## config.mk

```make
export PLATFORM = sky130hd
export DESIGN_NAME = gate_pair_rewriter
export DESIGN_NICKNAME = d
export VERILOG_FILES = /design/src/rtl/gate_pair_rewriter.sv
export SDC_FILE = /design/constraint.sdc
export NUM_CORES = 1
export LEC_CHECK = 0
export ABC_AREA = 1
export BUFFER_PORTS_ARGS = -buffer_cell sky130_fd_sc_hd__buf_2
export CORE_MARGIN = 2
export CORE_UTILIZATION = 45
export CTS_CLUSTER_SIZE = 28
export DETAILED_ROUTE_END_ITERATION = 7
export PLACE_DENSITY = 0.71
export SYNTH_ARGS = -nofsm -noshare
export SYNTH_HDL_FRONTEND = slang
export SYNTH_SLANG_ARGS = --single-unit
```

## constraint.sdc

```tcl
create_clock -name clk -period 5.11 [get_ports clk]
set_clock_uncertainty 0.1 [all_clocks]
set_input_delay 0.2555 -clock clk [delete_from_list [all_inputs] [get_ports clk]]
set_output_delay 0.2555 -clock clk [all_outputs]
set_load 0.05 [all_outputs]
```

## src/rtl/gate_pair_rewriter.sv

```systemverilog
module gate_pair_rewriter #(
  parameter int NBITS = 8,
  localparam int IW = (NBITS > 1) ? $clog2(NBITS) : 1
) (
  input  logic             clk,
  input  logic             rst_n,
  input  logic             in_valid,
  input  logic [IW-1:0]    a_tgt,
  input  logic [NBITS-1:0] a_ctl,
  input  logic [IW-1:0]    b_tgt,
  input  logic [NBITS-1:0] b_ctl,
  input  logic [NBITS-1:0] fresh_aux,
  output logic             out_valid,
  output logic [2:0]       out_rule,
  output logic [1:0]       out_count,
  output logic [IW-1:0]    s0_tgt,
  output logic [NBITS-1:0] s0_ctl,
  output logic [IW-1:0]    s1_tgt,
  output logic [NBITS-1:0] s1_ctl,
  output logic [IW-1:0]    s2_tgt,
  output logic [NBITS-1:0] s2_ctl
);
  localparam logic [NBITS-1:0] ONE = NBITS'(1);

  logic             v_q;
  logic [IW-1:0]    t1, t2;
  logic [NBITS-1:0] c1, c2, fr;

  always_ff @(posedge clk) begin
    if (!rst_n) begin
      v_q <= 1'b0;
      t1  <= '0;
      t2  <= '0;
      c1  <= '0;
      c2  <= '0;
      fr  <= '0;
    end else begin
      v_q <= in_valid;
      if (in_valid) begin
        t1 <= a_tgt;
        c1 <= a_ctl;
        t2 <= b_tgt;
        c2 <= b_ctl;
        fr <= fresh_aux;
      end
    end
  end

  logic [NBITS-1:0] m1, m2;
  logic same, t1_in_c2, t2_in_c1, sub_ok, del1, del2;

  assign m1       = ONE << t1;
  assign m2       = ONE << t2;
  assign same     = (t1 == t2) && (c1 == c2);
  assign t1_in_c2 = |(c2 & m1);
  assign t2_in_c1 = |(c1 & m2);
  assign sub_ok   = |(fr & m1) && $onehot(c1);
  assign del1     = |(c1 & fr);
  assign del2     = |(c2 & fr & ~m1);

  always_comb begin
    out_rule  = 3'd0;
    out_count = 2'd2;
    s0_tgt = t1; s0_ctl = c1;
    s1_tgt = t2; s1_ctl = c2;
    s2_tgt = '0; s2_ctl = '0;
    if (same) begin
      out_rule = 3'd1; out_count = 2'd0;
      s0_tgt = '0; s0_ctl = '0;
      s1_tgt = '0; s1_ctl = '0;
    end else if (!t1_in_c2 && !t2_in_c1) begin
      out_rule = 3'd2;
      s0_tgt = t2; s0_ctl = c2;
      s1_tgt = t1; s1_ctl = c1;
    end else if (!t1_in_c2 && t2_in_c1 && (t1 != t2)) begin
      out_rule = 3'd3; out_count = 2'd3;
      s0_tgt = t2; s0_ctl = c2;
      s1_tgt = t1; s1_ctl = c1;
      s2_tgt = t1; s2_ctl = (c1 | c2) & ~m2;
    end else if (t1_in_c2 && !t2_in_c1) begin
      out_rule = 3'd4; out_count = 2'd3;
      s0_tgt = t2; s0_ctl = (c1 | c2) & ~m1;
      s1_tgt = t2; s1_ctl = c2;
      s2_tgt = t1; s2_ctl = c1;
    end else if (sub_ok) begin
      out_rule = 3'd5;
      s1_ctl = (c2 & ~m1) | c1;
    end else if (del1) begin
      out_rule = 3'd6; out_count = 2'd1;
      s0_tgt = t2; s0_ctl = c2;
      s1_tgt = '0; s1_ctl = '0;
    end else if (del2) begin
      out_rule = 3'd7; out_count = 2'd1;
      s1_tgt = '0; s1_ctl = '0;
    end
  end

  assign out_valid = v_q;

  assert_valid_latency_R1: assert property (@(posedge clk) disable iff (!rst_n)
    in_valid |=> out_valid);

  assert_valid_idle_R1: assert property (@(posedge clk) disable iff (!rst_n)
    !in_valid |=> !out_valid);

  assert_cancel_empty_R2: assert property (@(posedge clk) disable iff (!rst_n)
    (in_valid && a_tgt == b_tgt && a_ctl == b_ctl) |=> (out_count == 2'd0 && out_rule == 3'd1));

  assert_swap_order_R3: assert property (@(posedge clk) disable iff (!rst_n)
    (in_valid && !(a_tgt == b_tgt && a_ctl == b_ctl) && !b_ctl[a_tgt] && !a_ctl[b_tgt])
    |=> (s0_tgt == $past(b_tgt) && s0_ctl == $past(b_ctl) && s1_tgt == $past(a_tgt) && s1_ctl == $past(a_ctl)));

  assert_dual_count_R5: assert property (@(posedge clk) disable iff (!rst_n)
    (in_valid && b_ctl[a_tgt] && !a_ctl[b_tgt]) |=> (out_count == 2'd3 && out_rule == 3'd4));

  assert_delete_single_R7: assert property (@(posedge clk) disable iff (!rst_n)
    (out_valid && (out_rule == 3'd6 || out_rule == 3'd7)) |-> (out_count == 2'd1 && s1_ctl == '0 && s2_ctl == '0));
endmodule

```

* After elaboration in Yosys (flattened, before gate mapping)
Index checks and enable logic that the tools add are counted.
** Storage, ports and cells
- Register bits after elaboration :: 31
- Bits of input ports :: 33
- Output and inout bits :: 39
- Word-level logic and storage cells :: 93
** Cells by class
- Add/subtract/negate cells :: 7
- Equal/unequal tests :: 4
- Shift-type cells :: 2
- Multiplexer cells :: 48
- Bitwise gates (word level) :: 13
- Reductions and logical operators :: 13
** Operators with widths (count)
- $mux W8 :: 17
- $and A8 B8 Y8 :: 9
- $mux W3 :: 24
- $reduce_or A8 Y1 :: 5
- $not A8 Y8 :: 2
- $or A8 B8 Y8 :: 2
- $shl A1 B3 Y8 const A :: 2
- $mux W2 :: 7
- $add A1 B1 Y2 :: 4
- $eq A8 B8 Y1 :: 1
- $add A2 B2 Y3 :: 2
- $logic_and A1 B1 Y1 :: 6
- $add A3 B3 Y4 :: 1
- $eq A4 B1 Y1 const B :: 1
- $eq A3 B3 Y1 :: 1
- $ne A3 B3 Y1 :: 1
- $logic_not A1 Y1 :: 2

* Depth between registers and ports, before layout
Gate-level depths: netlist of the first run.
- Depth after elaboration :: 11
- Mapped depth :: 20

* Least setup slack after synthesis of the first run
Ideal clock, no wire load.
- Kind :: register to output
- From :: register c1[0]
- To :: output s1_tgt[0]
- Arrival time :: 4.506 ns
- Setup slack :: 0.249 ns
- Stages on the path, launching flop included :: 17
- Buffers on the path :: 1
- Path through :: dfxtp_1 -> inv_1 -> fa_1 -> fa_1 -> fa_1 -> inv_1 -> ha_1 -> inv_1 -> fa_1 -> o211ai_1 -> nand2b_1 -> clkinv_1 -> nand2_4 -> buf_8 -> o21ai_4 -> o21ai_4 -> o21ai_0
** Between the ends
- Longest elaborated chain between the ends :: 10
- Elaborated cells between the ends (all ways) :: 22
- Those cells by class :: add/sub (3); eq/ne (2); mux (6); bitwise (2); reduce/logical (9)
** Ends and longest elaborated chain
- start: declaration :: RTL line 27 : logic [NBITS-1:0] c1, c2, fr;
- start signal: assignment :: RTL line 41 : c1 <= a_ctl;
- $add A1 B1 Y2 (implied by the code) :: RTL line 57 : assign sub_ok = |(fr & m1) && $onehot(c1);
- $add A2 B2 Y3 (implied by the code) :: RTL line 57
- $add A3 B3 Y4 (implied by the code) :: RTL line 57
- $eq A4 B1 Y1 :: RTL line 57
- $logic_and A1 B1 Y1 :: RTL line 57
- $mux W3 :: RTL line 85 : end else if (sub_ok) begin
- $mux W3 :: RTL line 80 : end else if (t1_in_c2 && !t2_in_c1) begin
- $mux W3 :: RTL line 75 : end else if (!t1_in_c2 && t2_in_c1 && (t1 != t2)) begin
- $mux W3 :: RTL line 71 : end else if (!t1_in_c2 && !t2_in_c1) begin
- $mux W3 * :: RTL line 67 : if (same) begin
- end: declaration :: RTL line 18 : output logic [IW-1:0] s1_tgt,
Every way passes the cells marked *; elsewhere a longest branch is shown, timed or not.

* Worst setup path in the final report of the first run
- From :: register c1[0]
- To :: output s1_ctl[0]
** Between the ends
- Longest elaborated chain between the ends :: 10
- Elaborated cells between the ends (all ways) :: 23
- Those cells by class :: add/sub (3); eq/ne (2); mux (6); bitwise (3); reduce/logical (9)
** Ends and longest elaborated chain
- $add A1 B1 Y2 (implied by the code) :: RTL line 57
- $add A2 B2 Y3 (implied by the code) :: RTL line 57
- $add A3 B3 Y4 (implied by the code) :: RTL line 57
- $eq A4 B1 Y1 :: RTL line 57
- $logic_and A1 B1 Y1 :: RTL line 57
- $mux W8 :: RTL line 85
- $mux W8 :: RTL line 80
- $mux W8 :: RTL line 75
- $mux W8 :: RTL line 71
- $mux W8 * :: RTL line 67
- end: declaration :: RTL line 19 : output logic [NBITS-1:0] s1_ctl,
Marked as above.

==> parameters.txt, run 1 <==
Parameter                              Value

Clock network
  CTS Sinks ... 31
  Clock tree from TritonCTS ... done
  CTS HTree Levels ... 2
  Maximum count of clock buffers along a single path ... 2
  Number of buffers created by CTS ... 5
  Buffer cell driving the clock tree root ... sky130_fd_sc_hd__clkbuf_8
  Clk_lat worst skew ... about 0.3 ns
  Clock input transition at the sequential cells of the worst setup and hold paths ... roughly 0.09 ns

Placed design
  Final HPWL DP ... ~8.5 mm
  Port Buffer Count ... between 70 and 80
  Last weighted congestion value of the routability-driven placer ... around 0.96
  Instance count after placement with tap cells included ... around 660

Critical path
  CP Capture Point ... s1_ctl[0]
  Origin of the worst setup path ... c1[0]
  Worst reg2reg startpoint ... t1[1]
  Type of destination of the critical path ... output pin
  CP Launch Type ... register
  Req. time, crit path ... between 4 and 5 ns
  Arrival time reported for the critical path endpoint ... between 4 and 5 ns
  Internal reg-to-reg setup slack ... between 3 and 4 ns
  Destination of the worst register-to-register timing path ... t1[1]
  Critical Path Fanout Max ... 11
  Number of cells on the worst reg-to-reg path ... 2
  Start-to-end type of the worst setup path ... register to output pin

Drt
  Via density per instance ... 5.64
  Total via count in the routed design ... roughly 3800
  Detail-routed net length per standard cell ... about 17 microns
  Routed wire length ... roughly 12 mm
  Number of search-and-repair iterations in the first detailed-routing pass ... 5
  Number of DRC markers in iteration 0 ... about 400
  Number of nets with antenna violations after detailed routing ... 0
  Post-detailed-route DRC marker count ... 0

Synth
  Largest area contributor in the netlist ... sky130_fd_sc_hd__dfxtp_1
  Number of distinct standard cells referenced by the synthesized netlist ... 39
  Most frequently used cell type in the post-synthesis netlist ... sky130_fd_sc_hd__nand2_1
  Yosys warns ... 0
  Top-area cell type share of the netlist area ... approximately a fifth
  Syn_area_per_cell ... just over 6 sq um
  Number of synthesized flops with an enable pin ... 0
  Fraction of registers with async set/reset ... 0%
  Seq cells post-synth ... 31
  Leading cell types by total area after synthesis ... sky130_fd_sc_hd__dfxtp_1 19%, sky130_fd_sc_hd__nand2_1 15%, sky130_fd_sc_hd__a21oi_1 10%, sky130_fd_sc_hd__o21ai_0 6.7%, sky130_fd_sc_hd__nand3_1 6.2%
  Sequential fraction of the synthesis area ... 19.3%
  Synthesized cell area ... about 3200 sq um
  Leading post-synthesis cells by instance count ... 125 x sky130_fd_sc_hd__nand2_1, 64 x sky130_fd_sc_hd__a21oi_1, 44 x sky130_fd_sc_hd__inv_1, 44 x sky130_fd_sc_hd__nor2_1, 43 x sky130_fd_sc_hd__o21ai_0
  Number of nets produced by synthesis ... around 570
  Most instantiated flip-flop cell in the synthesis netlist ... sky130_fd_sc_hd__dfxtp_1
  Cell count after synthesis ... about 520

Layout
  FILL cells ... 745
  Number of nets at the end of the flow ... roughly 630
  Synthesis-to-layout area growth ... 14.2%
  Antenna diode count ... 0
  Final standard cell utilization of the core ... between 50 and 60%
  Cell Count, Final, Fillers Out ... between 600 and 700
  Share of layout cells above drive strength 1 ... 22.3%

Pwr
  Leakage component of the power ... 0.00185 uW
  Design Power ... between 1000 and 1500 uW
  Flop pwr share ... 24.2%
  IR Drop Worst-Case VDD ... around 0.00015 V
  Clock Power Share ... 21.5%
  Int Pwr ... a little under 600 uW
  Pwr dens ... 336 nW/um^2
  Net load switching power ... 640 uW
  Proportion of power drawn by combinational gates ... a little over half
  Sw frac ... a little over half

Flow run
  Max-capacitance violation count ... 0

STA
  Count of endpoints failing hold in the final timing report ... 0
  Actual slew at the worst max-slew pin ... 0.760 ns
  RSZ-0062 raised after global routing ... false
  Number of setup violations in the final report ... 0
  Final Cycle Share ... between 90 and 100%
  Final-report max-slew violation count ... 0
  Worst slew margin relative to its limit ... about half
  Setup_tns ... 0 ns
  Maximum clock frequency ... roughly 210 MHz
  Post-route minimum period ... a little under 5 ns

Global routing
  Met1 track demand over resource ... between 40% and 50%
  Fraction of met3 tracks used by global routing ... 5.60%
  Antenna violations before repair ... 0
  Routing usage on met2 ... about 48%
  GRT overflow ... 0
  GRT Resource Usage Total ... between 30% and 40%
  Pin count of the biggest net entering global routing ... 55
  GRT Max-Usage Layer ... met2
  Global-route wire length before repair ... ~18 mm
  Via count of the first global-routing pass ... around 3500

Run status
  Result of the run ... finished clean

Floorplan
  Horizontal die dimension ... ~90 microns
  Row count ... 30
  Total die area ... roughly 8000 sq um
  Die span in y ... around 88 microns
  Effective utilization at floorplan ... about 47%
  Core Area ... 6830 sq um
  Number of top-level pins ... between 70 and 80

Worst hold path
  Tightest Hold Check Type ... input pin to register
==> metrics by stage <==
stage,hold WS [ns],setup slack [ns],cell area [sq um]
2_1_floorplan,0.249,0.249,3210
3_3_place_gp,0.378,0.499,3530
3_5_place_dp,0.383,0.383,3530
4_1_cts,0.0816,0.0389,3640
5_1_grt,0.0844,0.0638,3670
6_report,0.0828,0.272,3670
==> area by class of cell <==
type                            instances  area [sq um]  share of cell area, %
Inverter                               54           209                   5.70
Clock inverter                          3          43.8                   1.19
Multi-Input combinational cell        406          2180                   59.5
Timing Repair Buffer                   79           420                   11.5
Sequential cell                        31           622                   17.0
Tap cell                               96           120                   3.28
Clock buffer                            5          68.8                   1.88
==> per-layer routing <==
layer	vias up	share of wire (%)
met5	-	0
met4	0	3.3
met3	37	9.3
met2	221	44
met1	1707	43
li1	1838	-
==> cells in the final DEF (no fill, tap or decap), types with 5 or more instances in the layout <==
cell type and count:
sky130_fd_sc_hd__nand2_2 7, sky130_fd_sc_hd__buf_4 8, sky130_fd_sc_hd__a21oi_1 64, sky130_fd_sc_hd__nand4_1 19, sky130_fd_sc_hd__inv_2 6, sky130_fd_sc_hd__nand2_1 125
sky130_fd_sc_hd__o21ai_1 10, sky130_fd_sc_hd__o21ai_0 43, sky130_fd_sc_hd__nor2_1 44, sky130_fd_sc_hd__dfxtp_1 30, sky130_fd_sc_hd__nand3_1 40, sky130_fd_sc_hd__nor2_2 5
sky130_fd_sc_hd__clkbuf_8 5, sky130_fd_sc_hd__nor2_4 6, sky130_fd_sc_hd__buf_2 69, sky130_fd_sc_hd__ha_1 11, sky130_fd_sc_hd__inv_1 44
==> kinds of logic (layout without fill, tap and decap cells) <==
| group | after synthesis | count (layout) | synth area share (%) |
|---|---|---|---|
| xor gates and xnor gates | 3 | 3 | 0.819 |
| adders and majority gates | 15 | 15 | 6.78 |
| AOI/OAI and AO/OA | 128 | 128 | 21.9 |
| buffers and inverters | 81 | 141 | 12.7 |
| and+or+nand+nor | 260 | 260 | 38.4 |
| DFF | 31 | 31 | 19.3 |
==> power groups by stage <==
stage	logic (uW)	clock network, uW	registers (uW)
5_1_grt	729	276	299
3_5_place_dp	642	0	301
2_1_floorplan	523	0	280
4_1_cts	644	264	295
6_report	669	264	297
3_3_place_gp	635	0	301
==> state kept, by name, summed over array words and instances, names as in the netlist <==
signal / flops
c1: 8
c2: 8
fr: 8
out_valid: 1
t1: 3
t2: 3
==> worst min path at each step <==
stage	from	endpoint	slack [ns]	cells past startpoint
6_report	fresh_aux[2]	fr[2]	0.08	3
5_1_grt	fresh_aux[7]	fr[7]	0.08	3
4_1_cts	fresh_aux[1]	fr[1]	0.08	3
3_5_place_dp	fresh_aux[1]	fr[1]	0.38	3
3_3_place_gp	fresh_aux[7]	fr[7]	0.38	3
2_1_floorplan	in_valid	out_valid	0.25	2
==> timing repair <==
item,4_1_cts,5_1_grt
hold buffers,0,0
endpoints found under the setup margin,0,26
gates resized for setup,0,5
buffers inserted,0,2
==> worst max-delay path, stage by stage (launching register included) <==
cell	delay, ns
sky130_fd_sc_hd__dfxtp_2	0.40
sky130_fd_sc_hd__inv_1	0.12
sky130_fd_sc_hd__fa_1	0.56
sky130_fd_sc_hd__fa_1	0.43
sky130_fd_sc_hd__fa_1	0.45
sky130_fd_sc_hd__inv_1	0.07
sky130_fd_sc_hd__ha_1	0.18
sky130_fd_sc_hd__inv_1	0.07
sky130_fd_sc_hd__fa_1	0.43
sky130_fd_sc_hd__o211ai_1	0.16
sky130_fd_sc_hd__nand2b_2	0.19
sky130_fd_sc_hd__clkinvlp_4	0.16
sky130_fd_sc_hd__nand2_4	0.19
sky130_fd_sc_hd__nand2_2	0.14
sky130_fd_sc_hd__a21oi_1	0.16
sky130_fd_sc_hd__nor2_1	0.07
sky130_fd_sc_hd__nor2_1	0.12
sky130_fd_sc_hd__buf_2	0.28
(Power assumes the default switching activity.)
==> run 2, diff against run 1 <==
--- a/config.mk
+++ b/config.mk
@@ -12,6 +12,7 @@
 export CTS_CLUSTER_SIZE = 28
 export DETAILED_ROUTE_END_ITERATION = 7
 export PLACE_DENSITY = 0.71
+export RECOVER_POWER = 50
 export SYNTH_ARGS = -nofsm -noshare
 export SYNTH_HDL_FRONTEND = slang
 export SYNTH_SLANG_ARGS = --single-unit
==> run 2 against run 1 <==
Sequential cell count is the same. Setup slack lost 0.016 ns. Routed wire length is essentially flat. Critical endpoint unchanged. Die area is the same. Via count grew 0.29%. Power grew 0.23%. Fmax shrank 0.33%. Highest routed layer unchanged. Global-route usage is the same. Critical path type unchanged. Critical path depth is the same. Sequential share of layout area is essentially flat. Largest power group unchanged. Design area shrank 0.14%. Clock power is essentially flat.
==> parameters.txt, run 2 (synthesis gave the netlist of run 1 again) <==
Parameter                              Value

Critical path
  Arrival time reported for the critical path endpoint ... roughly 4.5 ns
  Most frequent CP cell ... sky130_fd_sc_hd__fa_1
  Critical Path Fanout Max ... 11
  CP max-delay cell ... sky130_fd_sc_hd__fa_1
  Type of destination of the critical path ... output pin
  Dominant delay contributor by cell family on the critical path ... adder cells
  Critical-path cell list ... inv_1 > fa_1 > fa_1 > fa_1 > inv_1 > ha_1 > inv_1 > fa_1 > o211ai_1 > nand2b_2 > clkinvlp_4 > nand2_4 > nand2_2 > a21oi_1 > nor2_1 > nor2_1 > buf_2
  Start-to-end type of the worst setup path ... register to output pin
  CP Launch Type ... register
  Req. time, crit path ... between 4 and 5 ns
  Worst path max stage delay ... around 0.57 ns
  CP bufs+invs ... 5

Placed design
  Final HPWL DP ... 8.49 mm
  Port Buffer Count ... between 70 and 80
  Instance count after placement with tap cells included ... about 660
  Last weighted congestion value of the routability-driven placer ... around 0.96

Layout
  Number of nets at the end of the flow ... roughly 630
  Highest-count cells in the layout ignoring fill and taps ... 125 x sky130_fd_sc_hd__nand2_1, 65 x sky130_fd_sc_hd__buf_2, 64 x sky130_fd_sc_hd__a21oi_1
  Largest regs ... c1 (8), c2 (8), fr (8)
  Antenna diode count ... 0
  Synthesis-to-layout area growth ... 14.1%
  Share of layout cells above drive strength 1 ... 21.5%
  Leading cell type in the layout, fill and taps excluded ... sky130_fd_sc_hd__nand2_1
  Cell Count, Final, Fillers Out ... around 670

Clock network
  Buffer cell driving the clock tree root ... sky130_fd_sc_hd__clkbuf_8
  Clock input transition at the sequential cells of the worst setup and hold paths ... approximately 0.090 ns
  CTS HTree Levels ... 2
  Hold buffers post-CTS ... 0
  Clock tree from TritonCTS ... done
  Maximum count of clock buffers along a single path ... 2
  Clk_lat worst skew ... 0.30 ns
  CTS Sinks ... 31
  Number of buffers created by CTS ... 5

Run status
  Result of the run ... finished clean

Floorplan
  Total die area ... a little under 8000 sq um
  Effective utilization at floorplan ... a little under half
  Number of top-level pins ... 72
  Row count ... 30
  Horizontal die dimension ... roughly 88 microns
  Core Area ... about 7000 sq um
  Die span in y ... 88.5 microns

STA
  Post-route minimum period ... between 4 and 5 ns
  Worst slew margin relative to its limit ... a little over a quarter
  Setup_tns ... 0 ns
  Maximum clock frequency ... ~210 MHz
  RSZ-0062 raised after global routing ... false
  Count of endpoints failing hold in the final timing report ... 0
  Number of setup violations in the final report ... 0
  Final Cycle Share ... about 95%
  Actual slew at the worst max-slew pin ... between 1 and 1.5 ns
  Final-report max-slew violation count ... 0

Drt
  Via density per instance ... 5.66
  Detail-routed net length per standard cell ... about 17 microns
  Routed wire length ... 11.5 mm
  Total via count in the routed design ... 3814
  Post-detailed-route DRC marker count ... 0
  Number of DRC markers in iteration 0 ... 399
  Number of search-and-repair iterations in the first detailed-routing pass ... 5
  Number of nets with antenna violations after detailed routing ... 0

Pwr
  Int Pwr ... roughly 590 uW
  Leakage component of the power ... approximately 0.0018 uW
  Clock Power Share ... 21.7%
  Flop pwr share ... 24.1%
  Sw frac ... a little over half
  IR Drop Worst-Case VDD ... ~0.00015 V
  Pwr dens ... between 300 and 400 nW/um^2
  Proportion of power drawn by combinational gates ... between 50% and 60%
  Net load switching power ... 643 uW

Global routing
  Via count of the first global-routing pass ... roughly 3500
  Pin count of the biggest net entering global routing ... 55
  Global-route wire length before repair ... approximately 18 mm
  GRT Resource Usage Total ... 30.4%
  Antenna violations before repair ... 0
  GRT overflow ... 0

Flow run
  Max-capacitance violation count ... 0

Worst hold path
  Tightest Hold Check Type ... input pin to register
-- run 2: cell types whose count changed in the layout (fill, tap and decap cells not counted) --
cell / previous run / this run
sky130_fd_sc_hd__inv_1: 44 / 45
sky130_fd_sc_hd__clkbuf_1: 0 / 4
sky130_fd_sc_hd__buf_2: 69 / 65
sky130_fd_sc_hd__inv_2: 6 / 5
-- run 2: stage by stage --
| stage | worst slack (ns) | util [%] | area (sq um) | power, uW | hold slack [ns] |
|---|---|---|---|---|---|
| 5_1_grt | 0.0638 | 53.6 | 3660 | 1300 | 0.0844 |
| 3_5_place_dp | 0.383 | 51.6 | 3530 | 943 | 0.383 |
| 3_3_place_gp | 0.499 | 51.6 | 3530 | 936 | 0.378 |
| 6_report | 0.256 | 53.6 | 3660 | 1230 | 0.0794 |
| 2_1_floorplan | 0.249 | - | 3210 | 803 | 0.249 |
| 4_1_cts | 0.0389 | 53.3 | 3640 | 1200 | 0.0816 |
-- run 2: worst paths after layout --
| kind | from | endpoint | slack (ns) | depth (start not counted) |
|---|---|---|---|---|
| worst max register to register | t1[0] | t1[0] | 3.65 | 2 |
| worst min register to register | fr[4] | fr[4] | 0.41 | 2 |
| worst min-delay path | fresh_aux[7] | fr[7] | 0.08 | 3 |
| worst max-delay path | c1[0] | s1_ctl[0] | 0.26 | 17 |
-- run 2: worst min-delay path: stages --
cell and delay [ns]:
sky130_fd_sc_hd__buf_2 0.08, sky130_fd_sc_hd__nor2_1 0.03, sky130_fd_sc_hd__nor2_1 0.08
-- run 2: per-layer routing --
| layer | GRT usage, % | part of all wire [%] |
|---|---|---|
| met4 | 11.8 | 3.4 |
| met5 | 0 | 0 |
| met2 | 47.6 | 44 |
| met1 | 41.5 | 45 |
| met3 | 5.60 | 7.9 |
-- run 2: layout make-up --
type	instances	area, sq um
inverters	54	209
repair buffers	79	415
fillers	747	3170
flip-flops and latches	31	622
clock inverters	3	43.8
well taps	96	120
multi-input cells	406	2180
clock buffers	5	68.8
-- run 2: what timing repair did --
action / CTS / global route
setup endpoints to repair: 0 / 26
gates resized for setup: 0 / 5
setup buffers: 0 / 2
-- run 2: power groups by stage --
stage | Combinational, uW | Clock, uW | Sequential [uW]
after floorplan | 523 | 0 | 280
after CTS | 644 | 264 | 295
after global placement | 635 | 0 | 301
final | 669 | 267 | 297
after detailed placement | 642 | 0 | 301
after global routing | 729 | 276 | 299
==> run 3, diff against run 2 <==
--- a/config.mk
+++ b/config.mk
@@ -5,14 +5,14 @@
 export SDC_FILE = /design/constraint.sdc
 export NUM_CORES = 1
 export LEC_CHECK = 0
-export ABC_AREA = 1
 export BUFFER_PORTS_ARGS = -buffer_cell sky130_fd_sc_hd__buf_2
 export CORE_MARGIN = 2
 export CORE_UTILIZATION = 45
 export CTS_CLUSTER_SIZE = 28
 export DETAILED_ROUTE_END_ITERATION = 7
-export PLACE_DENSITY = 0.71
+export PLACE_DENSITY = 0.72
 export RECOVER_POWER = 50
+export SETUP_SLACK_MARGIN = 0.1
 export SYNTH_ARGS = -nofsm -noshare
 export SYNTH_HDL_FRONTEND = slang
 export SYNTH_SLANG_ARGS = --single-unit
==> run 3 against run 2 <==
The run now ends with max-capacitance violations, max-slew violations left. Non-clock buffer count fell by 2. Sequential share of layout area up 1.8 points. Fmax down 0.82%. Largest cell class unchanged. Routed wire length is 17% lower. Largest power group unchanged. Sequential power is 2% lower. Power down 23%. Design area fell by 9.1%. Register-to-register slack improved by 0.10 ns.
==> parameters.txt, run 3 <==
Parameter                              Value

Clock network
  CTS Sinks ... 31
  Buffer cell driving the clock tree root ... sky130_fd_sc_hd__clkbuf_8
  Post-CTS Setup Repair Bufs ... 0
  Number of buffers created by CTS ... 5
  Clock tree from TritonCTS ... done
  Clock input transition at the sequential cells of the worst setup and hold paths ... 0.07 ns
  CTS HTree Levels ... 2
  Hold buffers post-CTS ... 0
  Clk_lat worst skew ... just under 0.3 ns
  Maximum count of clock buffers along a single path ... 2

Synth
  Most frequently used cell type in the post-synthesis netlist ... sky130_fd_sc_hd__mux2i_1
  Sequential fraction of the synthesis area ... 22.0%
  Yosys warns ... 0
  Leading cell types by total area after synthesis ... sky130_fd_sc_hd__dfxtp_1 22%, sky130_fd_sc_hd__mux2i_1 15%, sky130_fd_sc_hd__nor2b_1 6.9%, sky130_fd_sc_hd__ha_1 4.9%, sky130_fd_sc_hd__inv_1 3.7%
  Largest area contributor in the netlist ... sky130_fd_sc_hd__dfxtp_1
  Number of synthesized flops with an enable pin ... 0
  Number of nets produced by synthesis ... 400
  Leading post-synthesis cells by instance count ... 41 x sky130_fd_sc_hd__mux2i_1, 31 x sky130_fd_sc_hd__dfxtp_1, 31 x sky130_fd_sc_hd__nor2b_1, 28 x sky130_fd_sc_hd__inv_1, 24 x sky130_fd_sc_hd__nand2_1
  Synthesized cell area ... around 2800 sq um
  Number of distinct standard cells referenced by the synthesized netlist ... roughly 50
  Fraction of registers with async set/reset ... 0%
  Syn_area_per_cell ... 8.01 sq um
  Most instantiated flip-flop cell in the synthesis netlist ... sky130_fd_sc_hd__dfxtp_1
  Top-area cell type share of the netlist area ... between 20% and 30%
  Cell count after synthesis ... approximately 350
  Seq cells post-synth ... 31

Layout
  Total non-filler cell area in the finished layout ... 3330 sq um
  Highest-count cells in the layout ignoring fill and taps ... 66 x sky130_fd_sc_hd__buf_2, 41 x sky130_fd_sc_hd__mux2i_1, 31 x sky130_fd_sc_hd__nor2b_1
  Leading cell type in the layout, fill and taps excluded ... sky130_fd_sc_hd__buf_2
  Area of combinational cells with multiple inputs ... about 2000 sq um
  Largest regs ... c1 (8), c2 (8), fr (8)
  FILL cells ... between 600 and 700
  Antenna diode count ... 0
  Share of layout cells above drive strength 1 ... 25.5%
  Synthesis-to-layout area growth ... 18.1%
  Number of nets at the end of the flow ... 458
  Cell Count, Final, Fillers Out ... slightly below 500
  FF/Latch Area ... between 600 and 700 sq um

Critical path
  Critical Path Fanout Max ... 6
  Arrival time reported for the critical path endpoint ... 4.54 ns
  Start-to-end type of the worst setup path ... register to output pin
  Worst path max stage delay ... 0.51 ns
  CP max-delay cell ... sky130_fd_sc_hd__fa_1
  CP Launch Type ... register
  Most frequent CP cell ... sky130_fd_sc_hd__fa_1
  Req. time, crit path ... roughly 4.8 ns
  Type of destination of the critical path ... output pin
  Critical-path cell list ... inv_1 > fa_1 > fa_1 > fa_1 > inv_1 > ha_1 > inv_1 > fa_1 > nor2_1 > a31oi_1 > or3_4 > a211o_4 > o221a_1 > o21a_1 > clkbuf_4

STA
  Maximum clock frequency ... 204 MHz
  Post-route minimum period ... 4.89 ns
  Actual slew at the worst max-slew pin ... 2.19 ns
  Count of endpoints failing hold in the final timing report ... 0
  RSZ-0062 raised after global routing ... false
  Setup_tns ... 0 ns
  Number of setup violations in the final report ... 0
  Final-report max-slew violation count ... 32
  Worst slew margin relative to its limit ... -45.7%
  Worst Setup Slack, final ... about 0.22 ns
  Final Cycle Share ... a little over nine tenths

Pwr
  Design Power ... 948 uW
  IR Drop Worst-Case VDD ... just under 0.0002 V
  Leakage component of the power ... 0.00149 uW
  Pwr dens ... around 280 nW/um^2

Drt
  Detail-routed net length per standard cell ... about 20 microns
  Total via count in the routed design ... ~3000
  Number of search-and-repair iterations in the first detailed-routing pass ... 5
  Number of nets with antenna violations after detailed routing ... 0
  Number of DRC markers in iteration 0 ... ~280
  Via density per instance ... around 6
  Routed wire length ... 9.60 mm
  Post-detailed-route DRC marker count ... 0

Floorplan
  Core Area ... ~6000 sq um
  Die span in y ... roughly 83 microns
  Number of top-level pins ... a little over 70
  Effective utilization at floorplan ... between 40 and 50%
  Horizontal die dimension ... about 83 microns
  Row count ... 28
  Total die area ... slightly below 7000 sq um

Placed design
  Placed cell area ... approximately 3200 sq um
  Minimum setup slack after placement ... about 0.43 ns
  Instance count after placement with tap cells included ... between 400 and 500
  Port Buffer Count ... 71
  Last weighted congestion value of the routability-driven placer ... between 0.9 and 1
  Final HPWL DP ... between 6 and 7 mm

Run status
  Violated checks ... max-capacitance violations, max-slew violations
  Result of the run ... finished, violations left

Global routing
  Global-route wire length before repair ... about 15 mm
  Pin count of the biggest net entering global routing ... 32
  GRT overflow ... 0
  Antenna violations before repair ... 0
  GRT Resource Usage Total ... between 20% and 30%
  Via count of the first global-routing pass ... around 2800

Flow run
  Max-capacitance violation count ... 1

Worst hold path
  Tightest Hold Check Type ... input pin to register
==> run 3: cell types whose count changed after synthesis, moves of 17 or more <==
cell	before	now
sky130_fd_sc_hd__nor2_1	44	18
sky130_fd_sc_hd__o21ai_0	43	19
sky130_fd_sc_hd__mux2i_1	0	41
sky130_fd_sc_hd__a21oi_1	64	11
sky130_fd_sc_hd__nor2b_1	0	31
sky130_fd_sc_hd__nand3_1	40	4
sky130_fd_sc_hd__nand2_1	125	24
sky130_fd_sc_hd__nand4_1	19	2
==> run 3: area by class of cell <==
class / instances / area share (%)
tap: 75 / 2.82
multi-input combinational: 267 / 60.7
clock inverter: 2 / 0.376
clock buffer: 6 / 2.18
timing repair buffer: 77 / 12.1
sequential: 31 / 18.8
inverter: 28 / 3.16
==> run 3: critical path: cells and delay by family, from the launching register on <==
| family | cells | cell delay, ns |
|---|---|---|
| adders and majority gates | 5 | 1.99 |
| AOI/OAI and AO/OA | 4 | 0.89 |
| buffers and inverters | 4 | 0.53 |
| and+or+nand+nor | 2 | 0.51 |
| DFF | 1 | 0.32 |
==> run 3: what timing repair did <==
action	4_1_cts	5_1_grt
cloned	0	1
gates resized for setup	1	9
pin swaps	0	1
setup endpoints to repair	1	26
==> run 3: cell families after synthesis <==
family,count (synthesis),synth area share [%]
mux,43,16.3
buf+inv,55,7.94
fa+ha+maj,15,7.72
xor+xnor,3,0.932
simple gates,115,22.1
compound gates,90,22.9
flops,31,22.0
==> run 3: path summary, 6_finish.rpt <==
check | from | to | slack [ns] | cells past startpoint
worst max-delay path | c1[3] | s0_ctl[2] | 0.22 | 15
worst min-delay path | b_tgt[0] | t2[0] | 0.13 | 3
worst max register to register | t1[0] | t1[0] | 3.75 | 2
worst min register to register | fr[2] | fr[2] | 0.47 | 2
==> run 3: per-stage QoR <==
stage                     utilization, %  hold slack [ns]
after global routing                55.6            0.138
after global placement              53.7            0.412
after CTS                           55.2            0.126
after detailed placement            53.7            0.419
after floorplan                        -            0.284
final                               55.6            0.127
==> run 3: where the power goes <==
part | leakage [uW] | switching, uW | internal [uW] | total [uW]
logic | 0.00119 | 321 | 147 | 468
registers | 0.000257 | 34.0 | 256 | 290
clock network | 0.0000412 | 95.3 | 95.0 | 190
total | 0.00149 | 450 | 498 | 948
==> run 3: layer usage <==
layer	share of wire [%]	global-route usage (%)
met4	2.4	8.20
met3	6.0	3.28
met5	0	0
met1	44	35.9
met2	48	44.6
